===== src/rtl/stream_txn_pkg.sv =====
package stream_txn_pkg;
  localparam int unsigned BYTE_W   = 8;
  localparam int unsigned WORD_W   = 32;
  localparam int unsigned ADDR_W   = 32;
  localparam int unsigned SIZE_W   = 16;
  localparam int unsigned WORD_B   = WORD_W / BYTE_W;
  localparam int unsigned FILL_W   = $clog2(WORD_B);
  localparam int unsigned HDR_B    = 2 + SIZE_W / BYTE_W + ADDR_W / BYTE_W;
  localparam int unsigned HIDX_W   = $clog2(HDR_B);

  localparam logic [7:0] MK_SOP  = 8'h7A;
  localparam logic [7:0] MK_EOP  = 8'h7B;
  localparam logic [7:0] MK_CHAN = 8'h7C;
  localparam logic [7:0] MK_ESC  = 8'h7D;
  localparam logic [7:0] ESC_XOR = 8'h20;

  localparam logic [7:0] TY_WR_A = 8'h00;
  localparam logic [7:0] TY_WR_B = 8'h04;

  typedef struct packed {
    logic              valid;
    logic [BYTE_W-1:0] data;
    logic              sop;
    logic              eop;
    logic [BYTE_W-1:0] chan;
  } sym_t;

  typedef enum logic [1:0] {P_IDLE, P_HDR, P_DATA, P_DROP} pstate_e;
endpackage


===== src/rtl/stream_deframer.sv =====
module stream_deframer
  import stream_txn_pkg::*;
(
  input  logic              clk_i,
  input  logic              rst_ni,
  input  logic              valid_i,
  input  logic [BYTE_W-1:0] byte_i,
  output sym_t              sym_o,
  output logic              abort_o
);
  logic in_pkt_q, sop_pend_q, eop_pend_q, esc_pend_q, chan_pend_q;
  logic [BYTE_W-1:0] chan_q;

  logic take, is_mk, is_lit, emit;
  logic [BYTE_W-1:0] lit;

  always_comb begin
    take   = valid_i && !chan_pend_q;
    is_mk  = byte_i inside {MK_SOP, MK_EOP, MK_CHAN, MK_ESC};
    is_lit = take && (esc_pend_q || !is_mk);
    lit    = esc_pend_q ? (byte_i ^ ESC_XOR) : byte_i;
    emit   = is_lit && in_pkt_q;
  end

  always_ff @(posedge clk_i or negedge rst_ni) begin
    if (!rst_ni) begin
      in_pkt_q    <= 1'b0;
      sop_pend_q  <= 1'b0;
      eop_pend_q  <= 1'b0;
      esc_pend_q  <= 1'b0;
      chan_pend_q <= 1'b0;
      chan_q      <= '0;
      sym_o       <= '0;
      abort_o     <= 1'b0;
    end else begin
      sym_o.valid <= 1'b0;
      abort_o     <= 1'b0;
      if (valid_i && chan_pend_q) begin
        chan_q      <= byte_i;
        chan_pend_q <= 1'b0;
      end else if (is_lit) begin
        esc_pend_q <= 1'b0;
        if (emit) begin
          sym_o.valid <= 1'b1;
          sym_o.data  <= lit;
          sym_o.sop   <= sop_pend_q;
          sym_o.eop   <= eop_pend_q;
          sym_o.chan  <= chan_q;
          sop_pend_q  <= 1'b0;
          if (eop_pend_q) begin
            in_pkt_q   <= 1'b0;
            eop_pend_q <= 1'b0;
          end
        end
      end else if (take) begin
        unique case (byte_i)
          MK_SOP: begin
            abort_o    <= in_pkt_q;
            in_pkt_q   <= 1'b1;
            sop_pend_q <= 1'b1;
            eop_pend_q <= 1'b0;
            chan_q     <= '0;
          end
          MK_EOP:  if (in_pkt_q) eop_pend_q <= 1'b1;
          MK_CHAN: chan_pend_q <= 1'b1;
          default: esc_pend_q <= 1'b1;
        endcase
      end
    end
  end
endmodule


===== src/rtl/txn_parser.sv =====
module txn_parser
  import stream_txn_pkg::*;
(
  input  logic              clk_i,
  input  logic              rst_ni,
  input  sym_t              sym_i,
  input  logic              abort_i,
  output logic              req_valid_o,
  output logic [ADDR_W-1:0] req_addr_o,
  output logic [WORD_W-1:0] req_data_o,
  output logic [SIZE_W-1:0] req_size_o,
  output logic              req_last_o,
  output logic              err_frame_o,
  output logic              err_type_o,
  output logic              err_len_o
);
  pstate_e           st_q;
  logic [HIDX_W-1:0] idx_q;
  logic [7:0]        type_q;
  logic [SIZE_W-1:0] size_q;
  logic [ADDR_W-1:0] addr_q;
  logic [WORD_W-1:0] word_q;
  logic [FILL_W-1:0] fill_q;
  logic [SIZE_W:0]   cnt_q;

  logic              is_wr, room, full;
  logic [SIZE_W:0]   cnt_nx;
  logic [WORD_W-1:0] word_nx;

  always_comb begin
    is_wr   = (type_q == TY_WR_A) || (type_q == TY_WR_B);
    room    = cnt_q < {1'b0, size_q};
    cnt_nx  = cnt_q + {{SIZE_W{1'b0}}, room};
    word_nx = {word_q[WORD_W-BYTE_W-1:0], sym_i.data};
    full    = room && (fill_q == FILL_W'(WORD_B - 1));
  end

  always_ff @(posedge clk_i or negedge rst_ni) begin
    if (!rst_ni) begin
      st_q        <= P_IDLE;
      idx_q       <= '0;
      type_q      <= '0;
      size_q      <= '0;
      addr_q      <= '0;
      word_q      <= '0;
      fill_q      <= '0;
      cnt_q       <= '0;
      req_valid_o <= 1'b0;
      req_addr_o  <= '0;
      req_data_o  <= '0;
      req_size_o  <= '0;
      req_last_o  <= 1'b0;
      err_frame_o <= 1'b0;
      err_type_o  <= 1'b0;
      err_len_o   <= 1'b0;
    end else begin
      req_valid_o <= 1'b0;
      req_last_o  <= 1'b0;
      if (abort_i) begin
        err_frame_o <= 1'b1;
        st_q        <= P_IDLE;
      end else if (sym_i.valid && sym_i.sop) begin
        type_q <= sym_i.data;
        idx_q  <= HIDX_W'(1);
        if (sym_i.eop) begin
          err_len_o <= 1'b1;
          st_q      <= P_IDLE;
        end else begin
          st_q <= P_HDR;
        end
      end else if (sym_i.valid) begin
        unique case (st_q)
          P_HDR: begin
            idx_q <= idx_q + HIDX_W'(1);
            if (idx_q == HIDX_W'(2) || idx_q == HIDX_W'(3))
              size_q <= {size_q[SIZE_W-BYTE_W-1:0], sym_i.data};
            else if (idx_q >= HIDX_W'(4))
              addr_q <= {addr_q[ADDR_W-BYTE_W-1:0], sym_i.data};
            if (sym_i.eop) begin
              st_q <= P_IDLE;
              if (idx_q != HIDX_W'(HDR_B - 1) || size_q != '0) err_len_o <= 1'b1;
              if (idx_q == HIDX_W'(HDR_B - 1) && !is_wr) err_type_o <= 1'b1;
            end else if (idx_q == HIDX_W'(HDR_B - 1)) begin
              cnt_q  <= '0;
              fill_q <= '0;
              if (is_wr) st_q <= P_DATA;
              else begin
                st_q       <= P_DROP;
                err_type_o <= 1'b1;
              end
            end
          end
          P_DATA: begin
            if (room) begin
              word_q <= word_nx;
              fill_q <= fill_q + FILL_W'(1);
              cnt_q  <= cnt_nx;
            end
            if (full) begin
              req_valid_o <= 1'b1;
              req_data_o  <= word_nx;
              req_addr_o  <= addr_q;
              req_size_o  <= size_q;
              req_last_o  <= (cnt_nx == {1'b0, size_q});
              addr_q      <= addr_q + ADDR_W'(WORD_B);
            end
            if (sym_i.eop) begin
              st_q <= P_IDLE;
              if (cnt_nx < {1'b0, size_q}) err_len_o <= 1'b1;
            end
          end
          P_DROP: if (sym_i.eop) st_q <= P_IDLE;
          default: ;
        endcase
      end
    end
  end
endmodule


===== src/rtl/stream_txn_deframer.sv =====
module stream_txn_deframer
  import stream_txn_pkg::*;
(
  input  logic        clk_i,
  input  logic        rst_ni,
  input  logic        byte_valid_i,
  input  logic [7:0]  byte_i,
  output logic        pkt_valid_o,
  output logic [7:0]  pkt_data_o,
  output logic        pkt_sop_o,
  output logic        pkt_eop_o,
  output logic [7:0]  pkt_chan_o,
  output logic        req_valid_o,
  output logic [31:0] req_addr_o,
  output logic [31:0] req_data_o,
  output logic [15:0] req_size_o,
  output logic        req_last_o,
  output logic        err_frame_o,
  output logic        err_type_o,
  output logic        err_len_o
);
  sym_t sym;
  logic abort;

  stream_deframer u_deframer (
    .clk_i   (clk_i),
    .rst_ni  (rst_ni),
    .valid_i (byte_valid_i),
    .byte_i  (byte_i),
    .sym_o   (sym),
    .abort_o (abort)
  );

  txn_parser u_parser (
    .clk_i       (clk_i),
    .rst_ni      (rst_ni),
    .sym_i       (sym),
    .abort_i     (abort),
    .req_valid_o (req_valid_o),
    .req_addr_o  (req_addr_o),
    .req_data_o  (req_data_o),
    .req_size_o  (req_size_o),
    .req_last_o  (req_last_o),
    .err_frame_o (err_frame_o),
    .err_type_o  (err_type_o),
    .err_len_o   (err_len_o)
  );

  assign pkt_valid_o = sym.valid;
  assign pkt_data_o  = sym.data;
  assign pkt_sop_o   = sym.sop & sym.valid;
  assign pkt_eop_o   = sym.eop & sym.valid;
  assign pkt_chan_o  = sym.chan;
endmodule


===== config.mk =====
export PLATFORM = sky130hd
export DESIGN_NAME = stream_txn_deframer
export DESIGN_NICKNAME = d
export VERILOG_FILES = /design/src/rtl/stream_txn_pkg.sv /design/src/rtl/stream_deframer.sv /design/src/rtl/txn_parser.sv /design/src/rtl/stream_txn_deframer.sv
export SDC_FILE = /design/constraint.sdc
export NUM_CORES = 1
export LEC_CHECK = 0
export ABC_AREA = 1
export BUFFER_PORTS_ARGS = -buffer_cell sky130_fd_sc_hd__buf_2
export CAP_MARGIN = 20
export CORE_MARGIN = 4
export CORE_UTILIZATION = 47
export CTS_CLUSTER_DIAMETER = 120
export DETAILED_ROUTE_END_ITERATION = 10
export PLACE_DENSITY = 0.66
export SKIP_LAST_GASP = 1
export SLEW_MARGIN = 20
export SYNTH_ARGS = -nofsm -noshare
export SYNTH_HDL_FRONTEND = slang
export SYNTH_HIERARCHICAL = 1
export SYNTH_SLANG_ARGS = --single-unit
export TNS_END_PERCENT = 5

===== constraint.sdc =====
create_clock -name clk_i -period 9.5 [get_ports clk_i]
set_clock_uncertainty 0.1 [all_clocks]
set_input_delay 0.95 -clock clk_i [delete_from_list [all_inputs] [get_ports clk_i]]
set_output_delay 0.95 -clock clk_i [all_outputs]
set_load 0.05 [all_outputs]

==> impl_metrics.py, run 1 <==
metrics = {
    "status": {
        "status": "finished clean",
    },
    "layout": {
        "antennaDiodeCount": 0,
        "mostFrequentLayoutCells": "nand2_1, dfrtp_1, inv_1, nor2_1, buf_2",
        "fin_nets": 1502,
        "synthToLayoutAreaGrowth_pct": 14.7,
        "final_layout_size_suffix_gt1_share_pct": 15.8,
        "final_common_cell": "nand2_1",
        "final_cell_count_no_fill": 1786,
    },
    "placement": {
        "place_congestion": 0.911,
        "placed_cells": 1740,
        "dp_hpwl_mm": 19.3,
        "io_buffers": 114,
    },
    "drt": {
        "drtIter0Drc": 731,
        "route.vias.total": 9108,
        "first_pass_iters": 5,
        "finalWirelength_mm": 27.3,
        "ant_nets": 0,
        "route.detailed.drc": 0,
        "wl_per_cell_um": 15.3,
        "viasPerCell": 5.10,
    },
    "cts": {
        "ctsResizeCount": 0,
        "clockBufferDepth": 3,
        "cts_buffers": 25,
        "cts.clk_slew.worst_paths_ps": 70,
        "cts_root_buf": "clkbuf_16",
        "insertion_delay_ps": 520,
        "cts_max_level": 1,
        "cts_setup_buffers": 0,
        "hold_buffers": 0,
        "cts_sinks": 221,
        "cts_tree": "yes",
    },
    "floorplan": {
        "die_y_um": 161,
        "die_area_mm2": 0.0260,
        "die_w_um": 161,
        "io-pin-count": 115,
        "start_util_pct": 48.2,
        "rows": 55,
        "design.core.area_mm2": 0.0229,
    },
    "sta": {
        "fin_setup_tns_ps": 0,
        "hold_violations": 0,
        "fin_crit_sh_pct": 43.6,
        "finalSetupViolations": 0,
        "min_period_ps": 4140,
        "worst_pin_slew_ps": 1070,
        "rsz0062_at_grt": "false",
        "slew_violations": 0,
        "slew_headroom_pct": 28.7,
        "fmax_mhz": 242,
    },
    "grt": {
        "gr-total-overflow": 0,
        "grt_antenna_before_repair": 0,
        "grt_max_degree": 83,
        "track_usage_pct": 21.2,
        "first_global_vias": 8864,
        "grt_pass1_wl_mm": 46.0,
    },
    "power": {
        "ir_worst_vdd_uv": 218,
        "leakage_nw": 6.50,
        "p_per_area_mw_per_mm2": 173,
    },
    "worst_setup_path": {
        "worst_ep_arrival_time_ps": 4450,
        "crit_path_start_kind": "register",
        "worstPathRequired_ps": 9810,
        "r2r_slack_ps": 5360,
        "crit_slowest_cell": "dfrtp_1",
        "cp-end-kind": "register",
        "critical_path_buf_inv_count": 3,
        "max_stage_delay_ps": 380,
        "cp_top_family": "simple AND/OR/NAND/NOR gates",
        "criticalPathCategory": "register to register",
        "worstPathMaxFanout": 4,
        "path_common_cell": "nand2_1",
    },
    "yosys": {
        "syn_area_per_cell_um2": 8.16,
        "synth-seq-cells": 221,
        "yosys_warnings": 6,
        "ys_types": 46,
        "synthCells": 1354,
        "yosysSeqAreaShare_pct": 50.0,
        "syn_nets": 1402,
        "synthesis.area_mm2": 0.0111,
    },
    "job": {
        "cap_violations": 0,
    },
    "hold_path": {
        "holdCritPathClass": "input pin to async pin",
    },
}
==> sequential cells by signal (all words and copies together) (netlist names), 3 cells and up <==
| signal | count |
|---|---|
| u_parser/addr_q | 32 |
| u_parser/req_addr_o | 32 |
| u_parser/req_data_o | 32 |
| u_parser/word_q | 24 |
| u_deframer/sym_o | 19 |
| u_parser/cnt_q | 17 |
| u_parser/req_size_o | 16 |
| u_parser/size_q | 16 |
| u_deframer/chan_q | 8 |
| u_parser/type_q | 7 |
| u_parser/idx_q | 3 |
==> per-layer routing <==
layer | vias up | global-route usage (%) | part of all wire (%)
met5 | - | 0 | 0
met4 | 0 | 5.20 | 2.1
met3 | 47 | 3.47 | 5.5
met2 | 240 | 33.5 | 45
met1 | 4250 | 30.7 | 47
li1 | 4571 | - | -
==> area by class of cell <==
| class | count | area, um^2 |
|---|---|---|
| clock buffer | 29 | 681 |
| clock inverter | 17 | 184 |
| fill | 2171 | 10200 |
| inverter | 155 | 583 |
| multi-input combinational | 931 | 4680 |
| sequential | 221 | 5530 |
| tap | 313 | 392 |
| timing repair buffer | 120 | 629 |
==> worst paths after layout <==
kind / endpoint / from / cells after the start
min reg2reg: u_parser/err_len_o / u_parser/err_len_o / 2
max reg2reg: u_parser/err_len_o / u_parser/size_q[12] / 27
max: u_parser/err_len_o / u_parser/size_q[12] / 27
min: u_parser/size_q[10] / rst_ni / 1
min in group clk_i: u_parser/err_len_o / u_parser/err_len_o / 2
max in group asynchronous: u_parser/size_q[5] / rst_ni / 2
==> per-stage QoR <==
| step | utilization [%] | total power, mW | setup slack [ps] | instance area, um^2 | hold slack (ps) |
|---|---|---|---|---|---|
| floorplan | - | 1.14 | 5990 | 11100 | 342 |
| global placement | 51.6 | 1.21 | 5530 | 11800 | 349 |
| detailed placement | 51.6 | 1.22 | 5410 | 11800 | 343 |
| CTS | 55.3 | 2.22 | 5400 | 12700 | 294 |
| global route | 55.3 | 2.28 | 4910 | 12700 | 328 |
| finish | 55.3 | 2.19 | 5360 | 12700 | 305 |
==> cells in the mapped netlist (all sizes together) <==
master / count / area, um^2
nand4: 10 / 62.6
a2111oi: 2 / 36.3
a31o: 1 / 8.76
or2: 5 / 31.3
a21oi: 56 / 295
nand3: 64 / 338
ha: 37 / 463
nor3: 24 / 125
clkbuf: 16 / 60.1
o21ai: 168 / 950
a22oi: 2 / 15.0
nor4: 3 / 18.8
or3: 1 / 6.26
inv: 155 / 582
o2111ai: 1 / 8.76
a21o: 2 / 15.0
nand3b: 5 / 37.5
a31oi: 4 / 25.0
a22o: 1 / 8.76
o22ai: 5 / 31.3
dfrtp: 221 / 5530
nand2: 385 / 1470
xor2: 20 / 175
xnor2: 2 / 17.5
buf: 31 / 209
o41ai: 1 / 8.76
o21a: 2 / 15.0
nor2: 128 / 500
o21bai: 1 / 7.51
and2: 1 / 6.26
==> cell families (layout without fill, tap and decap cells) <==
kind of cell,Yosys count,count (layout),share of synthesized area [%]
AND/OR/NAND/NOR,626,626,23.4
AO/OA/AOI/OAI,246,246,12.9
flip-flops,221,221,50.0
buffers and inverters,202,321,7.70
adder cells (fa/ha/maj),37,37,4.19
XOR/XNOR,22,22,1.74
==> power by group <==
part | leakage (nW) | switching, mW | internal (mW)
logic | 3.02 | 0.166 | 0.0412
registers | 3.04 | 0.0209 | 0.968
clock network | 0.434 | 0.399 | 0.599
==> worst reg2reg max path, cell delays in order (launching register included) <==
cell and delay [ps]:
dfrtp_1 380, inv_1 130, ha_1 260, a21oi_1 150, o21ai_0 110, a21oi_1 260
nand3_1 140, inv_1 90, ha_1 180, ha_1 190, nand3_1 100, nor2_1 250
nand2_1 150, or2_1 290, xor2_1 180, inv_1 70, ha_1 290, nand2_1 70
nor2_1 150, nand2_1 70, nand2_1 50, nand2_1 40, nand2_1 50, nand2_1 40
nand2_1 90, nand2_1 60, nand2_1 50, nand2_1 40
Note: power is estimated with default switching activity, not from simulation.
==> inputs of run 2 (changes only) <==
- PLACE_DENSITY: 0.66 -> 0.69
- clock period: 9.5 -> 3.5 ns (I/O delays scaled with it)
==> impl_metrics.py, run 2 (same netlist as run 1, synthesis figures left out) <==
metrics = {
    "grt": {
        "gr-total-overflow": 0,
        "grt_pass1_wl_mm": 48.3,
        "first_global_vias": 9414,
        "track_usage_pct": 22.3,
        "grt_antenna_before_repair": 0,
        "grt_max_degree": 102,
    },
    "sta": {
        "rsz0062_at_grt": "true",
        "fmax_mhz": 272,
        "slew_violations": 0,
        "timing.hold.ws_ps": 32.9,
        "hold_violations": 0,
        "slew_headroom_pct": 32.6,
        "finalSetupViolations": 28,
        "fin_crit_sh_pct": 105,
        "worst_pin_slew_ps": 1010,
        "min_period_ps": 3680,
        "setup_ws_ps": -181,
    },
    "layout": {
        "synthToLayoutAreaGrowth_pct": 24.4,
        "antennaDiodeCount": 0,
        "final_util_pct": 60.0,
        "final_layout_size_suffix_gt1_share_pct": 24.3,
        "top_regs": "u_parser/addr_q (32), u_parser/req_addr_o (32), u_parser/req_data_o (32)",
        "fin_nets": 1597,
        "final_common_cell": "nand2_1",
        "seqCellArea_mm2": 0.00553,
        "final_cell_area_mm2": 0.0137,
        "mostFrequentLayoutCells": "nand2_1, dfrtp_1, inv_1, buf_2, nor2_1",
        "fillerInstances": 1982,
        "multi_input_area_mm2": 0.00504,
    },
    "drt": {
        "finalWirelength_mm": 29.6,
        "first_pass_iters": 7,
        "drtIter0Drc": 866,
        "viasPerCell": 5.15,
        "route.vias.total": 9683,
        "ant_nets": 0,
        "route.detailed.drc": 0,
        "wl_per_cell_um": 15.7,
    },
    "power": {
        "total_power_mw": 5.97,
        "leakage_nw": 6.97,
        "p_per_area_mw_per_mm2": 434,
        "ir_worst_vdd_uv": 413,
    },
    "cts": {
        "cts_max_level": 1,
        "cts_tree": "yes",
        "cts_buffers": 25,
        "cts_sinks": 221,
        "cts.clk_slew.worst_paths_ps": 60,
        "cts_root_buf": "clkbuf_16",
        "insertion_delay_ps": 530,
        "clockBufferDepth": 3,
    },
    "worst_setup_path": {
        "max_stage_delay_ps": 390,
        "criticalPathCategory": "register to register",
        "crit_slowest_cell": "dfrtp_1",
        "r2r_slack_ps": -180,
        "crit_path_start_kind": "register",
        "path_common_cell": "nand2_1",
        "cp-end-kind": "register",
        "worst_ep_arrival_time_ps": 3990,
        "worstPathRequired_ps": 3810,
        "worstPathMaxFanout": 3,
    },
    "job": {
        "cap_violations": 0,
    },
    "placement": {
        "place_ws_ps": -394,
        "placedInstanceArea_mm2": 0.0123,
        "io_buffers": 114,
        "dp_hpwl_mm": 20.1,
        "place_congestion": 0.960,
    },
    "floorplan": {
        "die_area_mm2": 0.0260,
        "die_w_um": 161,
        "io-pin-count": 115,
        "design.core.area_mm2": 0.0229,
        "start_util_pct": 48.2,
        "rows": 55,
        "die_y_um": 161,
    },
    "status": {
        "status": "finished, violations left",
        "violations": "negative setup slack",
    },
    "hold_path": {
        "holdCritPathClass": "input pin to register",
    },
}
## run 2: cell count changes in the layout (fill, tap and decap cells not counted), moves of 5 or more
| cell | previous run | this run |
|---|---|---|
| ha_4 | 0 | 12 |
| nor2_2 | 2 | 8 |
| buf_4 | 5 | 96 |
| nand2_2 | 5 | 20 |
| nor2_1 | 123 | 112 |
| inv_1 | 143 | 136 |
| inv_2 | 11 | 18 |
| nand2_1 | 379 | 362 |
| ha_1 | 37 | 25 |
| nor2_4 | 3 | 8 |
## run 2: layer usage
layer | routed length (um) | global-route usage [%] | share of wire, % | vias to the layer above
met5 | 0 | 0 | 0 | -
met4 | 792 | 5.74 | 2.7 | 0
met3 | 1850 | 4.26 | 6.3 | 65
met2 | 13800 | 35.3 | 47 | 317
met1 | 13100 | 31.7 | 44 | 4543
li1 | - | - | - | 4758
## run 2: where the power goes
part	internal (mW)	total (mW)	switching, mW
clock	1.67	2.72	1.05
sequential	2.63	2.68	0.0558
combinational	0.117	0.567	0.450
total	4.42	5.97	1.56
## run 2: worst paths after layout
path | start | endpoint | cells past startpoint
max in group asynchronous | rst_ni | u_parser/req_addr_o[31] | 3
worst min register to register | u_parser/req_data_o[28] | u_parser/req_data_o[28] | 2
worst max register to register | u_parser/size_q[6] | u_parser/err_len_o | 28
min in group asynchronous | rst_ni | u_parser/req_size_o[0] | 2
worst max-delay path | u_parser/size_q[6] | u_parser/err_len_o | 28
worst min-delay path | byte_i[4] | u_deframer/sym_o[14] | 3
## run 2: cell type report
| cell class | count | share of cell area, % |
|---|---|---|
| flip-flops and latches | 221 | 40.2 |
| multi-input cells | 932 | 36.7 |
| repair buffers | 214 | 9.76 |
| clock buffers | 32 | 4.96 |
| inverters | 155 | 4.24 |
| well taps | 313 | 2.85 |
| clock inverters | 13 | 1.27 |
## run 2: critical path, delay by kind of cell, from the launching register on
kind | cells | cell delay [ps]
buffers and inverters | 3 | 240
AND/OR/NAND/NOR | 18 | 1550
flip-flops | 1 | 390
AO/OA/AOI/OAI | 2 | 330
XOR/XNOR | 1 | 160
adder cells (fa/ha/maj) | 4 | 780
## run 2: repair_timing
item                       CTS  global route
setup buffers               16             7
gates resized for setup     22            52
hold buffers                 4             0
pin swaps                   19            27
setup endpoints to repair    2            32
hold endpoints to repair    99             0
cloned                       1             0
## run 2: stage by stage
stage	TNS, ps	instances
floorplan	0	1354
global placement	-387	1807
detailed placement	-771	1807
CTS	-2020	1873
global route	-8230	1880
finish	-2940	1880
